<file path="config.mk">
export PLATFORM = sky130hd
export DESIGN_NAME = lpr_seq
export DESIGN_NICKNAME = d
export VERILOG_FILES = /design/src/rtl/lpr_pkg.sv /design/src/rtl/lpr_sync.sv /design/src/rtl/lpr_key_fsm.sv /design/src/rtl/lpr_s3.sv /design/src/rtl/lpr_seq.sv
export SDC_FILE = /design/constraint.sdc
export NUM_CORES = 1
export LEC_CHECK = 0
export ABC_AREA = 1
export BUFFER_PORTS_ARGS = -buffer_cell sky130_fd_sc_hd__buf_2
export CAP_MARGIN = 20
export CORE_MARGIN = 2
export CORE_UTILIZATION = 55
export DETAILED_ROUTE_END_ITERATION = 7
export GPL_TIMING_DRIVEN = 1
export HOLD_SLACK_MARGIN = 0.06
export PLACE_DENSITY = 0.78
export SYNTH_ARGS = -nofsm -noshare
export SYNTH_HDL_FRONTEND = slang
export SYNTH_SLANG_ARGS = --single-unit
</file>
<file path="constraint.sdc">
create_clock -name clk -period 1.9 [get_ports clk]
set_input_delay 0.19 -clock clk [delete_from_list [all_inputs] [get_ports clk]]
set_output_delay 0.19 -clock clk [all_outputs]
set_load 0.005 [all_outputs]
</file>
<file path="src/rtl/lpr_pkg.sv">
`timescale 1ns/1ps
package lpr_pkg;

  localparam int NKEY   = 2;
  localparam int KEY_PK = 0;
  localparam int KEY_RK = 1;
  localparam int CNT_W  = 14;

  localparam logic [2:0] RT_HARD = 3'd7;

  localparam logic [1:0] S3_BOTH   = 2'd0;
  localparam logic [1:0] S3_EITHER = 2'd1;
  localparam logic [1:0] S3_PK     = 2'd2;
  localparam logic [1:0] S3_RK     = 2'd3;

  typedef enum logic [1:0] {
    K_IDLE = 2'd0,
    K_S1   = 2'd1,
    K_S2   = 2'd2,
    K_HOLD = 2'd3
  } key_st_e;

  typedef struct packed {
    logic       rst_en;
    logic [3:0] s1_sel;
    logic [2:0] s2_sel;
    logic [2:0] rtype;
  } key_cfg_t;

  function automatic logic [CNT_W-1:0] s1_ticks(input logic [3:0] idx);
    logic [CNT_W-1:0] v;
    case (idx)
      4'd0:  v = 14'd0;
      4'd1:  v = 14'd32;
      4'd2:  v = 14'd56;
      4'd3:  v = 14'd80;
      4'd4:  v = 14'd128;
      4'd5:  v = 14'd184;
      4'd6:  v = 14'd272;
      4'd7:  v = 14'd408;
      4'd8:  v = 14'd608;
      4'd9:  v = 14'd904;
      4'd10: v = 14'd1352;
      4'd11: v = 14'd2048;
      4'd12: v = 14'd3072;
      4'd13: v = 14'd4480;
      4'd14: v = 14'd6720;
      default: v = 14'd10256;
    endcase
    return v;
  endfunction

  function automatic logic [CNT_W-1:0] s2_ticks(input logic [2:0] idx);
    logic [CNT_W-1:0] v;
    case (idx)
      3'd0: v = 14'd0;
      3'd1: v = 14'd10;
      3'd2: v = 14'd50;
      3'd3: v = 14'd100;
      3'd4: v = 14'd250;
      3'd5: v = 14'd500;
      3'd6: v = 14'd1000;
      default: v = 14'd2000;
    endcase
    return v;
  endfunction

endpackage

</file>
<file path="src/rtl/lpr_sync.sv">
`timescale 1ns/1ps
module lpr_sync #(
  parameter int W = 1,
  parameter int STAGES = 2
) (
  input  logic         clk,
  input  logic         rst_n,
  input  logic [W-1:0] d,
  output logic [W-1:0] q
);
  logic [W-1:0] pipe [STAGES];

  genvar s;
  generate
    for (s = 0; s < STAGES; s++) begin : g_stage
      always_ff @(posedge clk or negedge rst_n) begin
        if (!rst_n) pipe[s] <= '1;
        else if (s == 0) pipe[s] <= d;
        else pipe[s] <= pipe[(s == 0) ? 0 : s-1];
      end
    end
  endgenerate

  assign q = pipe[STAGES-1];
endmodule

</file>
<file path="src/rtl/lpr_key_fsm.sv">
`timescale 1ns/1ps
module lpr_key_fsm
  import lpr_pkg::*;
(
  input  logic       clk,
  input  logic       rst_n,
  input  logic       tick,
  input  logic       held,
  input  logic       rst_en,
  input  logic [3:0] s1_sel,
  input  logic [2:0] s2_sel,
  output logic       press_evt,
  output logic       release_evt,
  output logic       bark,
  output logic       fire,
  output logic       armed
);
  key_st_e          st_q, st_d;
  logic [CNT_W-1:0] cnt_q, cnt_d;
  logic             press_d, rel_d, bark_d, fire_d;
  logic [CNT_W-1:0] s1_lim, s2_lim;

  assign s1_lim = s1_ticks(s1_sel);
  assign s2_lim = s2_ticks(s2_sel);

  always_comb begin
    st_d    = st_q;
    cnt_d   = cnt_q;
    press_d = 1'b0;
    rel_d   = 1'b0;
    bark_d  = 1'b0;
    fire_d  = 1'b0;
    case (st_q)
      K_IDLE: begin
        if (held) begin
          st_d    = K_S1;
          cnt_d   = '0;
          press_d = 1'b1;
        end
      end
      K_S1: begin
        if (!held) begin
          st_d  = K_IDLE;
          cnt_d = '0;
          rel_d = 1'b1;
        end else if (rst_en) begin
          if (cnt_q == s1_lim) begin
            st_d   = K_S2;
            cnt_d  = '0;
            bark_d = 1'b1;
          end else if (tick) begin
            cnt_d = cnt_q + 1'b1;
          end
        end
      end
      K_S2: begin
        if (!held) begin
          st_d  = K_IDLE;
          cnt_d = '0;
          rel_d = 1'b1;
        end else if (cnt_q == s2_lim) begin
          st_d   = K_HOLD;
          cnt_d  = '0;
          fire_d = 1'b1;
        end else if (tick) begin
          cnt_d = cnt_q + 1'b1;
        end
      end
      default: begin
        if (!held) begin
          st_d  = K_IDLE;
          rel_d = 1'b1;
        end
      end
    endcase
  end

  always_ff @(posedge clk or negedge rst_n) begin
    if (!rst_n) begin
      st_q        <= K_IDLE;
      cnt_q       <= '0;
      press_evt   <= 1'b0;
      release_evt <= 1'b0;
      bark        <= 1'b0;
      fire        <= 1'b0;
    end else begin
      st_q        <= st_d;
      cnt_q       <= cnt_d;
      press_evt   <= press_d;
      release_evt <= rel_d;
      bark        <= bark_d;
      fire        <= fire_d;
    end
  end

  assign armed = (st_q == K_S2) || (st_q == K_HOLD);
endmodule

</file>
<file path="src/rtl/lpr_s3.sv">
`timescale 1ns/1ps
module lpr_s3
  import lpr_pkg::*;
#(
  parameter int TICKS_PER_SEC = 1000,
  parameter int S3_MAX_S      = 128,
  parameter int HOLD_W        = 8
) (
  input  logic              clk,
  input  logic              rst_n,
  input  logic              tick,
  input  logic [NKEY-1:0]   held,
  input  logic [1:0]        sel,
  input  logic [HOLD_W-1:0] hold_s,
  output logic              fire
);
  localparam int PRE_W = $clog2(TICKS_PER_SEC + 1);
  localparam logic [PRE_W-1:0]  PRE_TOP = PRE_W'(TICKS_PER_SEC - 1);
  localparam logic [HOLD_W-1:0] HOLD_CAP = HOLD_W'(S3_MAX_S);

  logic              cond;
  logic [HOLD_W-1:0] lim;
  logic [PRE_W-1:0]  pre_q, pre_d;
  logic [HOLD_W-1:0] sec_q, sec_d;
  logic              done_q, done_d, fire_d;

  always_comb begin
    case (sel)
      S3_BOTH:   cond = held[KEY_PK] & held[KEY_RK];
      S3_EITHER: cond = held[KEY_PK] | held[KEY_RK];
      S3_PK:     cond = held[KEY_PK];
      default:   cond = held[KEY_RK];
    endcase
  end

  assign lim = (hold_s > HOLD_CAP) ? HOLD_CAP : hold_s;

  always_comb begin
    pre_d  = pre_q;
    sec_d  = sec_q;
    done_d = done_q;
    fire_d = 1'b0;
    if (!cond) begin
      pre_d  = '0;
      sec_d  = '0;
      done_d = 1'b0;
    end else begin
      if (!done_q && (sec_q == lim)) begin
        fire_d = 1'b1;
        done_d = 1'b1;
      end
      if (tick) begin
        if (pre_q == PRE_TOP) begin
          pre_d = '0;
          if (sec_q != '1) sec_d = sec_q + 1'b1;
        end else begin
          pre_d = pre_q + 1'b1;
        end
      end
    end
  end

  always_ff @(posedge clk or negedge rst_n) begin
    if (!rst_n) begin
      pre_q  <= '0;
      sec_q  <= '0;
      done_q <= 1'b0;
      fire   <= 1'b0;
    end else begin
      pre_q  <= pre_d;
      sec_q  <= sec_d;
      done_q <= done_d;
      fire   <= fire_d;
    end
  end
endmodule

</file>
<file path="src/rtl/lpr_seq.sv">
`timescale 1ns/1ps
module lpr_seq
  import lpr_pkg::*;
#(
  parameter int TICKS_PER_SEC = 1000,
  parameter int S3_MAX_S      = 128,
  parameter int HOLD_W        = 8,
  parameter int SYNC_STAGES   = 2
) (
  input  logic              clk,
  input  logic              rst_n,
  input  logic              tick_ms,
  input  logic              pwr_key_n,
  input  logic              rst_key_n,
  input  logic              cbl_pwr_n,
  input  logic              pk_rst_en,
  input  logic [3:0]        pk_s1_sel,
  input  logic [2:0]        pk_s2_sel,
  input  logic [2:0]        pk_rtype,
  input  logic              rk_rst_en,
  input  logic [3:0]        rk_s1_sel,
  input  logic [2:0]        rk_s2_sel,
  input  logic [2:0]        rk_rtype,
  input  logic [1:0]        s3_sel,
  input  logic [HOLD_W-1:0] s3_hold_s,
  input  logic [2:0]        reason_clr,
  output logic [1:0]        key_press,
  output logic [1:0]        key_release,
  output logic [1:0]        bark,
  output logic              combo_bark,
  output logic              pon_evt,
  output logic              rst_req,
  output logic [2:0]        rst_type,
  output logic [2:0]        reason
);
  localparam int NIN = NKEY + 1;

  logic [NIN-1:0]  raw_n, sync_n;
  logic [NKEY-1:0] held, armed, key_fire;
  logic            cbl_held, cbl_prev_q, pon_q;
  logic            both_q;
  logic            s3_fire;
  key_cfg_t        cfg [NKEY];

  logic            req_d, req_q;
  logic [2:0]      type_d, type_q;
  logic [2:0]      rbit_d, reason_q, reason_d;

  assign raw_n = {cbl_pwr_n, rst_key_n, pwr_key_n};

  lpr_sync #(.W(NIN), .STAGES(SYNC_STAGES)) u_sync (
    .clk(clk), .rst_n(rst_n), .d(raw_n), .q(sync_n)
  );

  assign held     = ~sync_n[NKEY-1:0];
  assign cbl_held = ~sync_n[NKEY];

  assign cfg[KEY_PK] = '{rst_en: pk_rst_en, s1_sel: pk_s1_sel, s2_sel: pk_s2_sel, rtype: pk_rtype};
  assign cfg[KEY_RK] = '{rst_en: rk_rst_en, s1_sel: rk_s1_sel, s2_sel: rk_s2_sel, rtype: rk_rtype};

  genvar k;
  generate
    for (k = 0; k < NKEY; k++) begin : g_key
      lpr_key_fsm u_fsm (
        .clk(clk), .rst_n(rst_n), .tick(tick_ms), .held(held[k]),
        .rst_en(cfg[k].rst_en), .s1_sel(cfg[k].s1_sel), .s2_sel(cfg[k].s2_sel),
        .press_evt(key_press[k]), .release_evt(key_release[k]),
        .bark(bark[k]), .fire(key_fire[k]), .armed(armed[k])
      );
    end
  endgenerate

  lpr_s3 #(.TICKS_PER_SEC(TICKS_PER_SEC), .S3_MAX_S(S3_MAX_S), .HOLD_W(HOLD_W)) u_s3 (
    .clk(clk), .rst_n(rst_n), .tick(tick_ms), .held(held),
    .sel(s3_sel), .hold_s(s3_hold_s), .fire(s3_fire)
  );

  // Both-keys warning: first cycle in which both keys are past stage 1.
  assign combo_bark = (&armed) & ~both_q;

  // Request arbitration: stage 3, then power key, then reset key.
  always_comb begin
    req_d  = 1'b0;
    type_d = type_q;
    rbit_d = 3'b000;
    if (s3_fire) begin
      req_d  = 1'b1;
      type_d = RT_HARD;
      rbit_d = 3'b100;
    end else if (key_fire[KEY_PK]) begin
      req_d  = 1'b1;
      type_d = cfg[KEY_PK].rtype;
      rbit_d = 3'b001;
    end else if (key_fire[KEY_RK]) begin
      req_d  = 1'b1;
      type_d = cfg[KEY_RK].rtype;
      rbit_d = 3'b010;
    end
    reason_d = (reason_q & ~reason_clr) | rbit_d;
  end

  always_ff @(posedge clk or negedge rst_n) begin
    if (!rst_n) begin
      req_q      <= 1'b0;
      type_q     <= '0;
      reason_q   <= '0;
      both_q     <= 1'b0;
      cbl_prev_q <= 1'b0;
      pon_q      <= 1'b0;
    end else begin
      req_q      <= req_d;
      type_q     <= type_d;
      reason_q   <= reason_d;
      both_q     <= &armed;
      cbl_prev_q <= cbl_held;
      pon_q      <= cbl_held & ~cbl_prev_q;
    end
  end

  assign rst_req  = req_q;
  assign rst_type = type_q;
  assign reason   = reason_q;
  assign pon_evt  = pon_q;
endmodule

</file>
* After elaboration in Yosys (flattened, before gate mapping) *
Memories as Yosys holds them, arrays and structs flattened.
Cells that the tools add are included.

storage, ports and cells
  input port bits = 41
  flip-flop bits (word level) = 76
  logic and storage cells = 179
  output and inout bits = 15
  memory bits (read-only) = 352
  memories = 2

operators by class
  equality and inequality tests = 41
  muxes and demuxes = 78
  add/sub/neg operators = 4
  reduce and logical (&&, ||, !) cells = 18
  $lt $le $gt $ge = 1
  bitwise logic cells = 11

memories
  name             words  bits a word  read ports  clocked after Yosys merged registers in  wr ports  RTL line       text
  (no name shown)  16     11           1           0                                        0         lpr_pkg.sv:32  case (idx)
  (no name shown)  16     11           1           0                                        0         lpr_pkg.sv:32

operator list
  cell                                                  count
  2-to-1 mux 14 bit                                     14
  one-hot mux 11 bit (7 select lines)                   2
  one-hot mux 14 bit (3 select lines)                   2
  2-to-1 mux 8 bit                                      5
  2-to-1 mux 2 bit                                      16
  2-to-1 mux 10 bit                                     3
  2-to-1 mux 1 bit                                      29
  adder 14 x 1 -> 14 bit, second input constant         2
  == test 14 x 11 -> 1 bit                              2
  == test 14 bit                                        2
  == test 3 bit, second input constant                  6
  != test 3 bit, second input constant                  6
  == test 3 x 2 -> 1 bit, second input constant         4
  2-to-1 mux 3 bit                                      4
  one-hot mux 2 bit (3 select lines)                    2
  adder 10 x 1 -> 10 bit, second input constant         1
  == test 10 bit, second input constant                 1
  == test 2 bit, second input constant                  5
  AND reduction 5 bit                                   2
  AND reduction 3 bit                                   3
  nonzero test 3 bit                                    3
  adder 8 x 1 -> 8 bit, second input constant           1
  == test 8 bit                                         1
  greater-than comparator 8 bit, second input constant  1
  20 further kinds                                      36

* Longest topological paths before layout *
Gate-level depths: netlist of run 1.

  depth in word-level cells = 6
  depth in mapped cells = 17
  mapped depth without buffers = 17

* Cells and area by module *
Synthesis of run 1 repeated with hierarchy kept, for this count alone.

second synthesis, totals
  cells, all modules = 876
  area total of the unflattened synthesis = 5895.7 µm²

by module, submodules not included
  module                        sequential area each (µm²)  cells an instance  times used  area each (µm²)
  lpr_key_fsm (g_key[0].u_fsm)  500.5                       330                1           1978.1
  lpr_key_fsm (g_key[1].u_fsm)  500.5                       310                1           1915.6
  lpr_s3                        500.5                       177                1           1402.6
  lpr_seq                       250.2                       50                 1           419.2
  lpr_sync                      157.7                       9                  1           180.2

* Least setup slack after synthesis of run 1 *
No wires, ideal clock.

  kind = reg-to-reg
  start point = register u_sync.pipe (netlist bit u_sync.q[0])
  end point = register g_key[0].u_fsm.cnt_q[0]
  clock period less this slack = 1819 ps
  slack = 81 ps
  required time = 1758 ps
  arrival = 1678 ps
  buffers on the path = 2
  library setup time = 142 ps
  stages on the path, launching flop included = 8
  path through = dfstp_2 > buf_2 > inv_1 > o21ai_0 > nand2_1 > inv_1 > buf_1 > o22ai_2

on the way
  word-level cells in the longest chain between the ends = 3
  elaborated cells on any way between the ends = 7
  those cells by class = eq/ne: 2; mux: 3; bitwise: 1; reduce/logical: 1

RTL lines
  element                                                                               RTL line           text
  from (decl)                                                                           lpr_sync.sv:11     logic [W-1:0] pipe [STAGES];
  from (signal, indexed assignment)                                                     lpr_sync.sv:19     else pipe[s] <= pipe[(s == 0) ? 0 : s-1];
  inverter 2 bit *                                                                      lpr_seq.sv:55      assign held = ~sync_n[NKEY-1:0];
  != test 3 bit (no line) (tied with other cells)                                       --
  AND reduction 3 bit (no line) or one-hot mux 14 bit (3 select lines) (tied branches)  --
  to (signal assigned)                                                                  lpr_key_fsm.sv:88  cnt_q <= cnt_d;
  to (decl)                                                                             lpr_key_fsm.sv:19  logic [CNT_W-1:0] cnt_q, cnt_d;

Every way passes the cells marked *; elsewhere a longest branch is shown, timed or not.
A chain may end at the register's enable or synchronous reset.

* Final worst setup path of run 1 *
  start point = register g_key[0].u_fsm.st_q[0]
  end point = register g_key[0].u_fsm.cnt_q[10]

on the way
  word-level cells in the longest chain between the ends = 3
  elaborated cells on any way between the ends = 8
  those cells by class = eq/ne: 4; mux: 1; reduce/logical: 3

RTL lines
  element                                          RTL line           text
  from (decl)                                      lpr_key_fsm.sv:18  key_st_e st_q, st_d;
  from (signal assigned)                           lpr_key_fsm.sv:87  st_q <= st_d;
  == test 2 x 1 -> 1 bit (tied with other cells)   lpr_key_fsm.sv:33  case (st_q)
  != test 3 bit (no line) (tied with other cells)  --
  AND reduction 3 bit (no line)                    --

Several ways; a longest one is shown, not always the timed one.

==> impl_metrics.tcl, run 1 <==
set metrics [dict create \
    fp.dieW_um 107 \
    syn_inst 823 \
    antenna_found_initial 0 \
    p_seq_share_pct 35.0 \
    hpwl_um 10300 \
    min_period_ns 1.82 \
    cts_tree "yes" \
    power_mw 5.43 \
    path_cells "inv_1 > ha_1 > o21ai_0 > nand2_1 > nor2_4 > o221ai_1 > o21ai_0" \
    grt_pass1_wl_um 22900 \
    die_h_um 107 \
    dr.pass1.iters 5 \
    area_delta_synth_final_pct 19.0 \
    r2r_slack_ns 0.08 \
    reg2regPathDepth 7 \
    setup_ws_ns 0.0839 \
    htree_levels 3 \
    grt-ovfl-total 0 \
    cp-endpoint "g_key[0].u_fsm.cnt_q[10]" \
    setup_viol 0 \
    portBuffers 55 \
    cts_root_buf "clkbuf_8" \
    cp_slowest_cell "dfrtp_1" \
    grt.total_usage_pct 24.4 \
    cp_common_cell "o21ai_0" \
    syn-num-nets 891 \
    vias 5568 \
    coreArea_um2 10300 \
    reg2reg_from "g_key[0].u_fsm.st_q[0]" \
    p_int_mw 3.43 \
    grt_pass1_vias 5219 \
    p_sw_share_pct 36.8 \
    cts_sinks 76 \
    clk_latency_ns 0.35 \
    die-area_um2 11500 \
    path_clk_slew_ns 0.09 \
    finalMaxSlewViolations 0 \
    clock.fmax_mhz 551 \
    hold_path_class "input port to register" \
    path_buf_inv 1 \
    gp_congestion 0.929 \
    slew_headroom_pct 67.6 \
    grt_max_degree 36 \
    worstSetupPathType "register to register" \
    setup_tns_ns 0 \
    rsz0062_at_grt "true" \
    ir_drop_mv 0.564 \
    antenna_cells 0 \
    status "finished, final reports clean" \
    netlist_area_um2 5860 \
    antenna_left 0 \
    ys.flop_type "dfrtp_1" \
    crit_path_start_kind "register" \
    remaining_drc_errors 0 \
    synth_warnings 0 \
    row_count 37 \
    async_flop_share_pct 100 \
    yosysSeqAreaShare_pct 32.6 \
    drt-wirelength-per-cell_um 13.3 \
    hold_ws_ns 0.0732 \
    clockBufferDepth 2 \
    synth_edf_count 0 \
    initial_utilization_pct 56.8 \
    numCtsBuffers 9 \
    p_per_area_nw_per_um2 779 \
    layout.nets 984 \
    utilization_pct 67.6 \
    synth_seq_cells 76 \
    hold_viol 0 \
    r2r_end "g_key[0].u_fsm.cnt_q[10]" \
    finalCritPeriodShare_pct 95.6 \
    drt-initial-drc-count 346 \
    end_kind "register" \
    power_leakage_nw 3.53 \
    drive_gt1_share_pct 22.8 \
    path_depth 7 \
    drt-total-wl_um 14000 \
    ys_types 47 \
    cp.required_ns 2.17 \
    finalClockSkew_ns 0.0104 \
    power_switching_mw 2.00 \
    critical_path_arrival_ns 2.08 \
    avgSynthCellArea_um2 7.12 \
    critPathMaxFanout 5 \
    worst_path_dominant_cell_family "compound AO/OA/AOI/OAI gates" \
    worstMarginPinSlew_ns 0.484 \
    io_pins 56 \
    cap_violations 0 \
    vias_per_cell 5.27 \
    critPathMaxStageDelay_ns 0.40 \
    dpl_worst_slack_ns -0.0553 \
    startpoint "g_key[0].u_fsm.st_q[0]" \
    fill_cells 880 \
    clkPwrFrac_pct 27.9 \
    comb_power_share_pct 37.2 \
]
## layout by cell type (no fill, tap or decap), types with 13 or more instances in the layout
cell / count
o21ai_0: 21
nand2_2: 13
a21oi_1: 16
nor3_1: 15
ha_1: 25
dfrtp_1: 69
nand4_1: 17
buf_4: 41
nand3_2: 19
nand2_1: 238
buf_2: 54
nand3_1: 74
inv_1: 92
xor2_1: 36
inv_2: 16
nor2_1: 60
## flip-flops by register name (all words and copies together), names as in the netlist, 2 cells and up
signal	count
g_key.u_fsm.release_evt	2
reason	3
g_key.u_fsm.bark	2
u_s3.pre_q	10
u_sync.pipe	3
g_key.u_fsm.st_q	4
rst_type	3
g_key.u_fsm.press_evt	2
u_s3.sec_q	8
g_key.u_fsm.fire	2
u_sync.q	3
g_key.u_fsm.cnt_q	28
## per-stage QoR
step,instance area [um2],cells
after global placement,6430,1022
after detailed placement,6430,1022
final,6980,1057
after global routing,6980,1057
after floorplan,5860,823
after CTS,6770,1048
## layer usage
metal / global-route usage [%] / vias up / wire length, um
li1: - / 2827 / -
met1: 31.2 / 2546 / 6070
met2: 42.5 / 172 / 7000
met3: 4.62 / 23 / 691
met4: 5.94 / 0 / 278
met5: 0 / - / 0
## worst min-delay path by stage
stage	endpoint	startpoint	cells after the start	slack [ns]
6_report	rst_type[2]	pk_rtype[2]	3	0.07
5_1_grt	rst_type[2]	pk_rtype[2]	3	0.07
4_1_cts	rst_type[2]	pk_rtype[2]	3	0.06
3_5_place_dp	cbl_prev_q	rst_n	1	0.16
3_3_place_gp	cbl_prev_q	rst_n	1	0.16
2_1_floorplan	both_q	rst_n	0	-0.11
## logic make-up (layout without fill, tap and decap cells)
group / Yosys count / after routing / share of synthesized area (%)
mux: 1 / 1 / 0.171
buf+inv: 137 / 233 / 10.4
fa+ha+maj: 27 / 27 / 5.76
flops: 76 / 76 / 32.6
xor+xnor: 38 / 38 / 5.68
compound gates: 84 / 84 / 9.84
simple gates: 460 / 462 / 35.5
## synth_stat cells (2+ instances only)
library cell  instances  area (um2)
ha_1                 27         338
o211ai_1              5        37.5
dfrtp_1              70        1750
o21ai_2               2        17.5
nor2_1               64         240
nand3b_1              2        15.0
buf_1                 2        7.51
o21ai_0              24         120
a211oi_1              3        22.5
dfstp_2               6         158
inv_2                13        48.8
o31ai_1               2        15.0
xor2_1               36         315
nand2_2              10        62.6
buf_4                11        82.6
a31oi_1               3        18.8
o21ai_1               9        45.0
nand2_4               3        33.8
buf_2                 4        20.0
nor2_4                2        22.5
nor4_1                4        25.0
nand2_1             242         908
buf_6                 4        45.0
nand3_2              15         150
nor3_1               18        90.1
a21oi_1              18        90.1
xnor2_1               2        17.5
nor2_2                2        12.5
nand4_1              17         106
inv_1                95         357
clkbuf_1              6        22.5
o22ai_2              10         125
nand3_1              78         390
## final cells by class
type	instances	area [um2]	share of cell area (%)
Clock buffer	9	124	1.78
Clock inverter	7	124	1.78
Inverter	110	434	6.22
Multi-Input combinational cell	612	3480	49.9
Sequential cell	76	1910	27.4
Tap cell	136	170	2.44
Timing Repair Buffer	107	729	10.5
## power by group through the flow
stage	logic (mW)	clock network, mW	registers, mW
after floorplan	1.28	0	1.91
after global placement	1.77	0	1.93
after detailed placement	1.79	0	1.93
after CTS	1.81	1.54	1.90
after global routing	2.24	1.62	1.92
final	2.02	1.51	1.90
## worst min-delay path: cells and delay by family
| family | cells | cell delay (ns) |
|---|---|---|
| buf+inv | 1 | 0.07 |
| simple gates | 1 | 0.05 |
| compound gates | 1 | 0.07 |
## what timing repair did
item,in CTS,in global routing
resized for setup,0,35
pin swaps,0,15
setup buffers,2,7
hold endpoints to repair,31,0
hold buffers,8,0
cloned,0,2
setup endpoints to repair,1,43
Note: power is estimated with default switching activity, not from simulation.
==> run 2, diff against run 1 <==
==> constraint.sdc (replaced) <==
create_clock -name clk -period 1.9 [get_ports clk]
set_input_delay 0.38 -clock clk [delete_from_list [all_inputs] [get_ports clk]]
set_output_delay 0.38 -clock clk [all_outputs]
set_load 0.005 [all_outputs]
==> run 2 against run 1 <==
Compared with the run above: critical endpoint is now u_s3.sec_q[4]; first-iteration DRC count is 3.5% higher; global-route usage is 0.36 points lower; sequential share of layout area is 0.15 points lower; core utilization is 0.51 points higher.
==> impl_metrics.tcl, run 2 (synthesis results as in run 1) <==
set metrics [dict create \
    status "finished, final reports clean" \
    area_delta_synth_final_pct 19.9 \
    clock.fmax_mhz 546 \
    cts_root_buf "clkbuf_8" \
    drive_gt1_share_pct 25.1 \
    antenna_cells 0 \
    layout.nets 992 \
    setup_viol 0 \
    power_mw 5.33 \
    cts_sinks 76 \
    top_regs "g_key.u_fsm.cnt_q: 28 flops, u_s3.pre_q: 10 flops, u_s3.sec_q: 8 flops" \
    path_cells "ha_1 > nand2_1 > nor2_1 > nand2_1 > inv_2 > a31oi_4 > a21oi_4 > buf_4 > inv_2 > o31ai_1" \
    top_register "g_key.u_fsm.cnt_q" \
    grt_pass1_vias 5127 \
    die_h_um 107 \
    grt_pass1_wl_um 22600 \
    critical_path_arrival_ns 2.09 \
    row_count 37 \
    crit_path_start_kind "register" \
    finalCritPeriodShare_pct 96.3 \
    drt-initial-drc-count 358 \
    critPathMaxStageDelay_ns 0.40 \
    vias 5667 \
    finalClockSkew_ns 0.0134 \
    rsz0062_at_grt "true" \
    grt-ovfl-total 0 \
    antenna_left 0 \
    finalMaxSlewViolations 0 \
    min_period_ns 1.83 \
    slew_headroom_pct 69.3 \
    worstMarginPinSlew_ns 0.459 \
    finalInstanceArea_um2 7030 \
    dr.pass1.iters 5 \
    largest_register_ff_count 28 \
    worstSetupPathType "register to register" \
    cap_violations 0 \
    final_common_cell "nand2_1" \
    setup_ws_ns 0.0695 \
    remaining_drc_errors 0 \
    ir_drop_mv 0.465 \
    clockBufferDepth 2 \
    portBuffers 55 \
    coreArea_um2 10300 \
    hold_path_class "input port to register" \
    path_clk_slew_ns 0.09 \
    placed_area_um2 6580 \
    cts_tree "yes" \
    power_leakage_nw 3.54 \
    critPathMaxFanout 7 \
    drt-wirelength-per-cell_um 12.9 \
    vias_per_cell 5.32 \
    drt-total-wl_um 13800 \
    cp.required_ns 2.15 \
    io_pins 56 \
    setup_tns_ns 0 \
    p_per_area_nw_per_um2 758 \
    end_kind "register" \
    grt_max_degree 37 \
    hpwl_um 10300 \
    clk_latency_ns 0.35 \
    gp_congestion 0.907 \
    final_cell_mix "239 x nand2_1, 86 x inv_1, 76 x nand3_1" \
    htree_levels 3 \
    initial_utilization_pct 56.8 \
    cp_slowest_cell "dfrtp_1" \
    hold_viol 0 \
    fp.dieW_um 107 \
    grt.total_usage_pct 24.1 \
    numCtsBuffers 9 \
    antenna_found_initial 0 \
    die-area_um2 11500 \
    dpl_worst_slack_ns -0.224 \
]
[run 2: changes by cell type in the layout (fill, tap and decap cells not counted), sizes merged]
cell | previous run | this run
clkbuf | 9 | 11
clkinvlp | 1 | 0
buf | 99 | 113
dlygate4sd3 | 8 | 1
clkinv | 2 | 3
bufinv | 4 | 3
[run 2: worst paths after layout]
kind | from | endpoint | slack (ns) | depth (start not counted)
setup / recovery | u_s3.pre_q[0] | u_s3.sec_q[4] | 0.07 | 10
hold / removal | cbl_pwr_n | u_sync.pipe[5] | 0.13 | 1
min in group asynchronous | rst_n | cbl_prev_q | 0.46 | 2
hold reg to reg | u_sync.pipe[3] | u_sync.q[0] | 0.36 | 0
max in group asynchronous | rst_n | g_key[0].u_fsm.cnt_q[0] | 0.87 | 3
setup reg to reg | u_s3.pre_q[0] | u_s3.sec_q[4] | 0.07 | 10
[run 2: power breakdown]
| group | internal (mW) | switching, mW | leakage (nW) |
|---|---|---|---|
| Clock | 0.743 | 0.618 | 0.111 |
| Sequential | 1.78 | 0.124 | 1.01 |
| Combinational | 0.827 | 1.24 | 2.42 |
| Total | 3.35 | 1.98 | 3.54 |
[run 2: what timing repair did]
| action | CTS | global route |
|---|---|---|
| hold buffers | 1 | 0 |
| pin swaps | 0 | 11 |
| gates cloned | 0 | 2 |
| gates resized for setup | 1 | 43 |
| setup endpoints to repair | 1 | 39 |
| setup buffers | 1 | 7 |
| endpoints found under the hold margin | 16 | 0 |
[run 2: cell type report]
type	instances	area, um2
clock buffers	10	128
clock inverters	6	87.6
fillers	878	3300
inverters	110	437
multi-input cells	612	3510
flip-flops and latches	76	1910
well taps	136	170
repair buffers	115	783
[run 2: metrics by stage]
stage / utilization [%] / std cells / hold slack, ns
finish: 68.1 / 1065 / 0.125
global route: 68.1 / 1065 / 0.111
CTS: 66.0 / 1056 / 0.111
detailed placement: 63.7 / 1038 / 0.299
global placement: 63.7 / 1038 / 0.297
floorplan: - / 823 / 0.0844
[run 2: metal layers]
metal  up-vias  GRT usage (%)  share of wire (%)
li1       2847              -                  -
met1      2653           32.0                 44
met2       143           41.1                 50
met3        24           2.80                4.2
met4         0           7.14                1.8
met5         -              0                  0
[run 2: critical path: cells and delay by family, from the launching register on]
kind	cells	cell delay, ns
adders and majority gates	1	0.19
buffers and inverters	3	0.30
AOI/OAI and AO/OA	3	0.50
and+or+nand+nor	3	0.34
DFF	1	0.40
